$ cat config.mk
export PLATFORM = sky130hd
export DESIGN_NAME = lvt_ctrl
export DESIGN_NICKNAME = d
export VERILOG_FILES = /design/src/rtl/lvt_pkg.sv /design/src/rtl/lvt_regs.sv /design/src/rtl/lvt_pin_sync.sv /design/src/rtl/lvt_pend.sv /design/src/rtl/lvt_ctrl.sv
export SDC_FILE = /design/constraint.sdc
export NUM_CORES = 1
export LEC_CHECK = 0
export ABC_AREA = 0
export ABC_CLOCK_PERIOD_IN_PS = 2500
export BUFFER_PORTS_ARGS = -buffer_cell sky130_fd_sc_hd__buf_2
export CAP_MARGIN = 20
export CORE_UTILIZATION = 40
export DETAILED_ROUTE_END_ITERATION = 8
export HOLD_SLACK_MARGIN = 0.03
export SKIP_LAST_GASP = 1
export SLEW_MARGIN = 15
export SYNTH_ARGS = -nofsm -noshare
export SYNTH_HDL_FRONTEND = slang
export SYNTH_HIERARCHICAL = 1
export SYNTH_SLANG_ARGS = --single-unit
$ cat constraint.sdc
create_clock -name clk -period 2.5 [get_ports clk]
set_input_delay 0.25 -clock clk [delete_from_list [all_inputs] [get_ports clk]]
set_output_delay 0.25 -clock clk [all_outputs]
set_load 0.005 [all_outputs]
$ cat src/rtl/lvt_pkg.sv
package lvt_pkg;
  localparam int ADDR_W = 12;
  localparam int DATA_W = 32;
  localparam int NSRC   = 4;

  localparam logic [ADDR_W-1:0] OFS_TPR = 12'h080;
  localparam logic [ADDR_W-1:0] OFS_EOI = 12'h0B0;
  localparam logic [ADDR_W-1:0] OFS_DFR = 12'h0E0;
  localparam logic [ADDR_W-1:0] OFS_SVR = 12'h0F0;
  localparam logic [ADDR_W-1:0] OFS_TMR = 12'h320;
  localparam logic [ADDR_W-1:0] OFS_PN0 = 12'h350;
  localparam logic [ADDR_W-1:0] OFS_PN1 = 12'h360;
  localparam logic [ADDR_W-1:0] OFS_ERR = 12'h370;

  localparam logic [2:0] DM_FIXED = 3'b000;
  localparam logic [2:0] DM_EXT   = 3'b111;

  // Source order is also the delivery priority (lowest index first).
  localparam logic [NSRC-1:0] PIN_SRCS = 4'b0110;

  typedef struct packed {
    logic       mask;
    logic       trig;
    logic [2:0] mode;
    logic [7:0] vec;
  } lvt_entry_t;

  localparam lvt_entry_t ENTRY_RST = '{mask: 1'b1, trig: 1'b0, mode: 3'b000, vec: 8'h00};

  function automatic logic [ADDR_W-1:0] src_ofs(input int s);
    case (s)
      0:       return OFS_TMR;
      1:       return OFS_PN0;
      2:       return OFS_PN1;
      default: return OFS_ERR;
    endcase
  endfunction

  function automatic logic [DATA_W-1:0] entry_word(input lvt_entry_t e);
    return {15'b0, e.mask, e.trig, 4'b0, e.mode, e.vec};
  endfunction
endpackage

$ cat src/rtl/lvt_regs.sv
module lvt_regs
  import lvt_pkg::*;
(
  input  logic                    clk,
  input  logic                    rst,
  input  logic                    wr_en,
  input  logic                    rd_en,
  input  logic [ADDR_W-1:0]       addr,
  input  logic [DATA_W-1:0]       wdata,
  output logic [DATA_W-1:0]       rdata,
  output lvt_entry_t [NSRC-1:0]   ent,
  output logic [7:0]              tpr,
  output logic                    sw_en,
  output logic                    eoi
);
  lvt_entry_t        ent_q [NSRC];
  logic [7:0]        tpr_q;
  logic [7:0]        svr_vec_q;
  logic              svr_en_q, svr_fpc_q, svr_eoib_q;
  logic [3:0]        dfr_q;
  logic [DATA_W-1:0] rd_mux, rdata_q;
  logic              unused_bits;

  assign unused_bits = ^{wdata[27:17], wdata[14:13], wdata[11]};

  for (genvar s = 0; s < NSRC; s++) begin : g_ent
    always_ff @(posedge clk) begin
      if (rst) begin
        ent_q[s] <= ENTRY_RST;
      end else if (wr_en && addr == src_ofs(s)) begin
        ent_q[s] <= '{mask: wdata[16], trig: wdata[15], mode: wdata[10:8], vec: wdata[7:0]};
      end
    end
    assign ent[s] = ent_q[s];
  end

  always_ff @(posedge clk) begin
    if (rst) begin
      tpr_q      <= 8'h00;
      svr_vec_q  <= 8'hFF;
      svr_en_q   <= 1'b0;
      svr_fpc_q  <= 1'b0;
      svr_eoib_q <= 1'b0;
      dfr_q      <= 4'hF;
    end else if (wr_en) begin
      if (addr == OFS_TPR) tpr_q <= wdata[7:0];
      if (addr == OFS_DFR) dfr_q <= wdata[31:28];
      if (addr == OFS_SVR) begin
        svr_vec_q  <= wdata[7:0];
        svr_en_q   <= wdata[8];
        svr_fpc_q  <= wdata[9];
        svr_eoib_q <= wdata[12];
      end
    end
  end

  always_comb begin
    rd_mux = '0;
    if (addr == OFS_TPR) rd_mux = {24'b0, tpr_q};
    if (addr == OFS_DFR) rd_mux = {dfr_q, 28'hFFFFFFF};
    if (addr == OFS_SVR) rd_mux = {19'b0, svr_eoib_q, 2'b0, svr_fpc_q, svr_en_q, svr_vec_q};
    for (int s = 0; s < NSRC; s++) begin
      if (addr == src_ofs(s)) rd_mux = entry_word(ent_q[s]);
    end
  end

  always_ff @(posedge clk) begin
    if (rst)        rdata_q <= '0;
    else if (rd_en) rdata_q <= rd_mux;
  end

  assign rdata = rdata_q;
  assign tpr   = tpr_q;
  assign sw_en = svr_en_q;
  assign eoi   = wr_en && addr == OFS_EOI;
endmodule

$ cat src/rtl/lvt_pin_sync.sv
module lvt_pin_sync #(
  parameter int NPIN   = 2,
  parameter int STAGES = 2
) (
  input  logic            clk,
  input  logic            rst,
  input  logic [NPIN-1:0] pin_i,
  output logic [NPIN-1:0] lvl,
  output logic [NPIN-1:0] rise
);
  for (genvar p = 0; p < NPIN; p++) begin : g_pin
    logic [STAGES:0] sh_q;
    always_ff @(posedge clk) begin
      if (rst) sh_q <= '0;
      else     sh_q <= {sh_q[STAGES-1:0], pin_i[p]};
    end
    assign lvl[p]  = sh_q[STAGES-1];
    assign rise[p] = sh_q[STAGES-1] & ~sh_q[STAGES];
  end
endmodule

$ cat src/rtl/lvt_pend.sv
module lvt_pend
  import lvt_pkg::*;
#(
  parameter int NS = NSRC,
  localparam int SW = $clog2(NS)
) (
  input  logic                 clk,
  input  logic                 rst,
  input  lvt_entry_t [NS-1:0]  ent,
  input  logic                 sw_en,
  input  logic [3:0]           tpr_class,
  input  logic                 eoi,
  input  logic [NS-1:0]        src_lvl,
  input  logic [NS-1:0]        src_evt,
  input  logic                 ack,
  output logic                 req,
  output logic [7:0]           vec,
  output logic [2:0]           mode,
  output logic [SW-1:0]        src
);
  logic [NS-1:0] pend_q, eoi_seen_q, level_s, elig, ack_hit, gate;
  logic          req_q;
  logic [7:0]    vec_q;
  logic [2:0]    mode_q;
  logic [SW-1:0] src_q, sel;

  for (genvar s = 0; s < NS; s++) begin : g_src
    assign level_s[s] = PIN_SRCS[s] &
                        ((ent[s].mode == DM_EXT) | ((ent[s].mode == DM_FIXED) & ent[s].trig));
    assign elig[s]    = sw_en & ~ent[s].mask;
    assign ack_hit[s] = ack & req_q & (src_q == SW'(s)) & ~level_s[s];
    assign gate[s]    = pend_q[s] & elig[s] & ~ack_hit[s] &
                        ((ent[s].mode != DM_FIXED) | (ent[s].vec[7:4] > tpr_class));

    always_ff @(posedge clk) begin
      if (rst || !elig[s]) begin
        pend_q[s]     <= 1'b0;
        eoi_seen_q[s] <= 1'b0;
      end else if (level_s[s]) begin
        if (pend_q[s]) begin
          if ((eoi_seen_q[s] || eoi) && !src_lvl[s]) begin
            pend_q[s]     <= 1'b0;
            eoi_seen_q[s] <= 1'b0;
          end else if (eoi) begin
            eoi_seen_q[s] <= 1'b1;
          end
        end else if (src_lvl[s]) begin
          pend_q[s] <= 1'b1;
        end
      end else begin
        eoi_seen_q[s] <= 1'b0;
        if (src_evt[s])      pend_q[s] <= 1'b1;
        else if (ack_hit[s]) pend_q[s] <= 1'b0;
      end
    end
  end

  always_comb begin
    sel = '0;
    for (int i = NS - 1; i >= 0; i--) begin
      if (gate[i]) sel = SW'(i);
    end
  end

  always_ff @(posedge clk) begin
    if (rst) begin
      req_q  <= 1'b0;
      vec_q  <= 8'h00;
      mode_q <= 3'b000;
      src_q  <= '0;
    end else begin
      req_q  <= |gate;
      vec_q  <= ent[sel].vec;
      mode_q <= ent[sel].mode;
      src_q  <= sel;
    end
  end

  assign req  = req_q;
  assign vec  = vec_q;
  assign mode = mode_q;
  assign src  = src_q;
endmodule

$ cat src/rtl/lvt_ctrl.sv
module lvt_ctrl
  import lvt_pkg::*;
#(
  parameter int SYNC_STAGES = 2
) (
  input  logic              clk,
  input  logic              rst,
  input  logic              reg_wr,
  input  logic              reg_rd,
  input  logic [ADDR_W-1:0] reg_addr,
  input  logic [DATA_W-1:0] reg_wdata,
  output logic [DATA_W-1:0] reg_rdata,
  input  logic [1:0]        lint_pin,
  input  logic              timer_evt,
  input  logic              err_evt,
  input  logic              irq_ack,
  output logic              irq_req,
  output logic [7:0]        irq_vec,
  output logic [2:0]        irq_mode
);
  localparam int SW = $clog2(NSRC);

  lvt_entry_t [NSRC-1:0] ent_w;
  logic [7:0]            tpr_w;
  logic                  sw_en, eoi_w;
  logic [1:0]            pin_lvl, pin_rise;
  logic [NSRC-1:0]       src_lvl, src_evt, mask_w;
  logic [SW-1:0]         src_w;

  lvt_regs u_regs (
    .clk(clk), .rst(rst), .wr_en(reg_wr), .rd_en(reg_rd), .addr(reg_addr),
    .wdata(reg_wdata), .rdata(reg_rdata), .ent(ent_w), .tpr(tpr_w),
    .sw_en(sw_en), .eoi(eoi_w)
  );

  lvt_pin_sync #(.NPIN(2), .STAGES(SYNC_STAGES)) u_sync (
    .clk(clk), .rst(rst), .pin_i(lint_pin), .lvl(pin_lvl), .rise(pin_rise)
  );

  assign src_evt = {err_evt, pin_rise[1], pin_rise[0], timer_evt};
  assign src_lvl = {1'b0, pin_lvl[1], pin_lvl[0], 1'b0};

  for (genvar s = 0; s < NSRC; s++) begin : g_mask
    assign mask_w[s] = ent_w[s].mask;
  end

  lvt_pend #(.NS(NSRC)) u_pend (
    .clk(clk), .rst(rst), .ent(ent_w), .sw_en(sw_en), .tpr_class(tpr_w[7:4]),
    .eoi(eoi_w), .src_lvl(src_lvl), .src_evt(src_evt), .ack(irq_ack),
    .req(irq_req), .vec(irq_vec), .mode(irq_mode), .src(src_w)
  );
endmodule

* Word-level counts from Yosys, hierarchy flattened
Memory sizes are Yosys's and may differ from the RTL's.
Index checks and enable logic that the tools add are counted.
Widths: inputs -> output; s select.
** Storage, ports and cells
- Output and inout port bits :: 44
- Memory bits (writable) :: 52
- Flip-flop bits (word level) :: 81
- Memories kept :: 1
** Memories
- u_regs.ent_q :: words 4, bits a word 13, rd ports 4, clocked after memory_dff 0, write ports 4, RTL line lvt_regs.sv:16 : lvt_entry_t ent_q [NSRC];
** Operators by class
- Order comparisons :: 5
- Reductions and logical operators :: 40
- Bitwise gates (word level) :: 49
- Mux-type cells :: 50
- Equal/unequal tests :: 13
** Operators with widths (count)
- $mux 32 :: 6
- $mux 13 :: 4
- $eq 12x10->1 const B :: 4
- $eq 12x8->1 const B :: 4
- $mux 1 :: 33
- $and 1x1->1 :: 27
- $bmux 13 s2 :: 1
- $reduce_bool 3->1 :: 6
- $gt 4x4->1 :: 4
- $not 1->1 :: 12
- $mux 11 :: 1
- $or 1x1->1 :: 10
- $reduce_and 2->1 :: 5
- $mux 2 :: 4
- $mux 8 :: 1
- $reduce_bool 2->1 :: 4
- $logic_and 1x1->1 :: 7
- $eq 3x3->1 const B :: 2
- $logic_not 1->1 :: 6
- $logic_not 3->1 :: 2
- $logic_or 1x1->1 :: 6
- $eq 2x2->1 const B :: 2
- $reduce_or 2->1 :: 2
- $reduce_or 4->1 :: 1
- other kinds (3) :: 3

* Logic depth before layout (Yosys ltp)
An unclocked memory read counts as a cell.
- Depth after elaboration :: 14
- Gate-level depth with buffers :: 11
- Depth with buffers taken out :: 9

* By module
The synthesis kept the hierarchy.
** By module, submodules not included
- lvt_regs :: instances 1, area each 4429.2 um^2, seq. area each 2402.3 um^2, cells an instance 432
- lvt_pend :: instances 1, area each 1654.1 um^2, seq. area each 400.4 um^2, cells an instance 197
- lvt_pin_sync :: instances 1, area each 185.2 um^2, seq. area each 120.1 um^2, cells an instance 16
- lvt_ctrl :: instances 1, area each 3.8 um^2, seq. area each 0.0 um^2, cells an instance 1

* Worst setup path before layout
OpenSTA, ideal clock, no wires.
- Path kind :: input to register
- Start point :: input port reg_addr[1]
- End point :: memory u_regs/ent_q[3][0] in the netlist's numbering, enable pin
- Required time :: 2.148 ns
- Path slack :: 0.089 ns
- Setup time :: 0.352 ns
- Stages :: 5
- Data arrival time :: 2.059 ns
- Cell sequence :: or4_1 buf_2 nor4_1 clkbuf_1 a21o_1
** RTL lines
- start, declared :: RTL line lvt_ctrl.sv:10 : input logic [ADDR_W-1:0] reg_addr,
- end, declared :: RTL line lvt_regs.sv:16

==> out/metrics.yaml <==
outcome:
  status: "finished, violations left"
  violations: "setup timing"
sta:
  maxSlewHeadroom: 0.5179
  drv_slew: 0
  skew_ns: 0.009627
  tightest_slew_ns: 0.7227
  rsz0062_at_grt: "yes"
  setup_viol: 4
  fin_ws_ns: -0.02841
  fmax_ghz: 0.3955
  fin_crit_sh: 1.011
  worst_hold_slack_ns: 0.04797
  period_minus_slack_ns: 2.528
  hold_viol: 0
route:
  wl_per_cell_um: 19.41
  first_pass_iters: 5
  num_vias: 5640
  drt-total-wl_um: 18950
  ant_nets: 0
  drt_iter0_drc: 511
  via_per_inst: 5.779
  drc: 0
critical_path:
  crit_fanout: 6
  crit_buf_inv: 2
  r2r_start: "u_regs/ent_q[2][7]$_SDFFCE_PN0P_"
  crit_path_start: "u_regs/ent_q[2][7]$_SDFFCE_PN0P_"
  arrival_ns: 2.82
  critPathRequiredTime_ns: 2.79
  path_class: "flip-flop to flip-flop"
  worstRegToRegCells: 10
  cp_top_family: "compound AO/OA/AOI/OAI gates"
  crit_path_max_incr_delay_ns: 0.52
  worst_path_max_delay_cell: "a2111oi_4"
  critPathLaunchType: "flip-flop"
  worstSetupPathDepth: 10
  rr_endpoint: "u_pend/vec[0]$_SDFF_PP0_"
  cp-endpoint: "u_pend/vec[0]$_SDFF_PP0_"
  reg2reg_slack_ns: -0.03
  path_cells: "ha_4 -> o21ai_2 -> a21oi_1 -> o21ai_1 -> buf_4 -> a2111oi_4 -> buf_4 -> o211a_4 -> a31o_1 -> a21oi_1"
  critPathCaptureType: "flip-flop"
global_routing:
  grt_pass1_wl_um: 28600
  grt_usage: 0.2337
  grt_max_degree: 35
  grt_pass1_vias: 5375
  grt_antenna_before_repair: 0
  grt_overflow_total: 0
floorplanning:
  fp.dieH_um: 127.2
  io_pins: 97
  die_w_um: 127.2
  rows: 45
  coreArea_um2: 15260
  start_util: 0.4108
  fp.dieArea_um2: 16180
cells_and_area:
  final_common_cell: "buf_2"
  fin_cells: 976
  layout-drive-gt1-share: 0.2876
  finalNetCount: 821
  area_delta_synth_final_pct: 27.25
  antenna_cells: 0
  final_cell_mix: "82 x buf_2, 66 x dfxtp_1, 55 x buf_4, 52 x edfxtp_1, 48 x and2_1"
placed_design:
  gp_routability_congestion: 0.8750
  place_ws_ns: -0.06119
  post-place-cells: 929
  portBuffers: 82
  hpwl_um: 13330
pwr:
  leakagePower_uw: 0.003133
  power_density_nw_per_um2: 632.6
  ir_drop_uv: 468.4
clock_network:
  cts.sinks: 120
  root_buffer: "clkbuf_16"
  holdBufCountCts: 0
  cts_tree: "built"
  cts_max_level: 4
  cts_made_buffers: 17
  clk_pin_slew_ns: 0.06
  clkLatencyLatePin_ns: 0.42
  clockBufferDepth: 2
synth:
  syn_nets: 714
  syn_area_um2: 6269
  avgSynthCellArea_um2: 9.719
  yosys_warnings: 6
  syn-instance-count: 645
hold_path:
  min_path_type: "input pin to flip-flop"
flow_run:
  cap_violations: 0
[layout make-up]
type / instances / area, um2
Tap cell: 211 / 264.0
Timing Repair Buffer: 141 / 885.9
Sequential cell: 120 / 2925
Clock inverter: 8 / 75.07
Multi-Input combinational cell: 460 / 3214
Clock buffer: 24 / 566.8
Fill cell: 1363 / 7282
Inverter: 12 / 45.04
[per-layer routing]
layer  vias to the layer above  GRT usage  share of wire
met3                        47    0.04439          0.070
met1                      2710     0.2992           0.42
li1                       2622          -              -
met4                         0     0.1043          0.032
met2                       261     0.3843           0.47
met5                         -          0              0
[registers in the layout (all words and copies together), names as in the netlist, 2 cells and up]
register           cells
u_pend/eoi_seen_q      2
u_regs/svr_vec_q       8
u_regs/rdata          19
u_pend/pend_q          4
u_pend/src             2
u_regs/ent_q          52
u_sync/g_pin.sh_q      6
u_pend/vec             8
u_regs/dfr_q           4
u_pend/mode            3
u_regs/tpr             8
[worst min-delay path by stage]
stage                                             from                            endpoint  slack, ns  depth (start not counted)
finish                                     lint_pin[1]  u_sync/g_pin[1].sh_q[0]$_SDFF_PP0_       0.05                          2
global placement    u_sync/g_pin[1].sh_q[0]$_SDFF_PP0_  u_sync/g_pin[1].sh_q[1]$_SDFF_PP0_       0.42                          1
floorplan                                          rst  u_sync/g_pin[0].sh_q[0]$_SDFF_PP0_       0.32                          1
CTS                                        lint_pin[1]  u_sync/g_pin[1].sh_q[0]$_SDFF_PP0_       0.04                          2
global route                               lint_pin[1]  u_sync/g_pin[1].sh_q[0]$_SDFF_PP0_       0.04                          2
detailed placement  u_sync/g_pin[1].sh_q[0]$_SDFF_PP0_  u_sync/g_pin[1].sh_q[1]$_SDFF_PP0_       0.43                          1
[metrics by stage]
stage                       util  power, uW  cell area, um2  TNS [ns]
after detailed placement  0.4600       2489            7019   -0.4196
final                     0.5228       5046            7976  -0.05498
after floorplan                -       2331            6269         0
after global placement    0.4600       2479            7019  -0.03164
after global routing      0.5228       5205            7976   -0.4586
after CTS                 0.5103       5070            7786         0
[what timing repair did]
| item | CTS | global route |
|---|---|---|
| pin swaps | 5 | 18 |
| endpoints found under the setup margin | 11 | 13 |
| gates resized for setup | 14 | 30 |
| gates cloned | 3 | 1 |
| setup buffers | 3 | 8 |
[worst reg2reg max path, cell delays in order (launching register included)]
cell	delay, ns
edfxtp_1	0.47
ha_4	0.32
o21ai_2	0.05
a21oi_1	0.12
o21ai_1	0.08
buf_4	0.16
a2111oi_4	0.52
buf_4	0.23
o211a_4	0.23
a31o_1	0.17
a21oi_1	0.04
[report_power, final]
part	total (uW)	leakage, uW	switching (uW)	internal [uW]
combinational	320	0.00177	195	124
sequential	2160	0.00105	56.3	2100
clock	2570	0.000315	884	1680
total	5050	0.00313	1140	3910
Power figures use the tool's default switching activity.
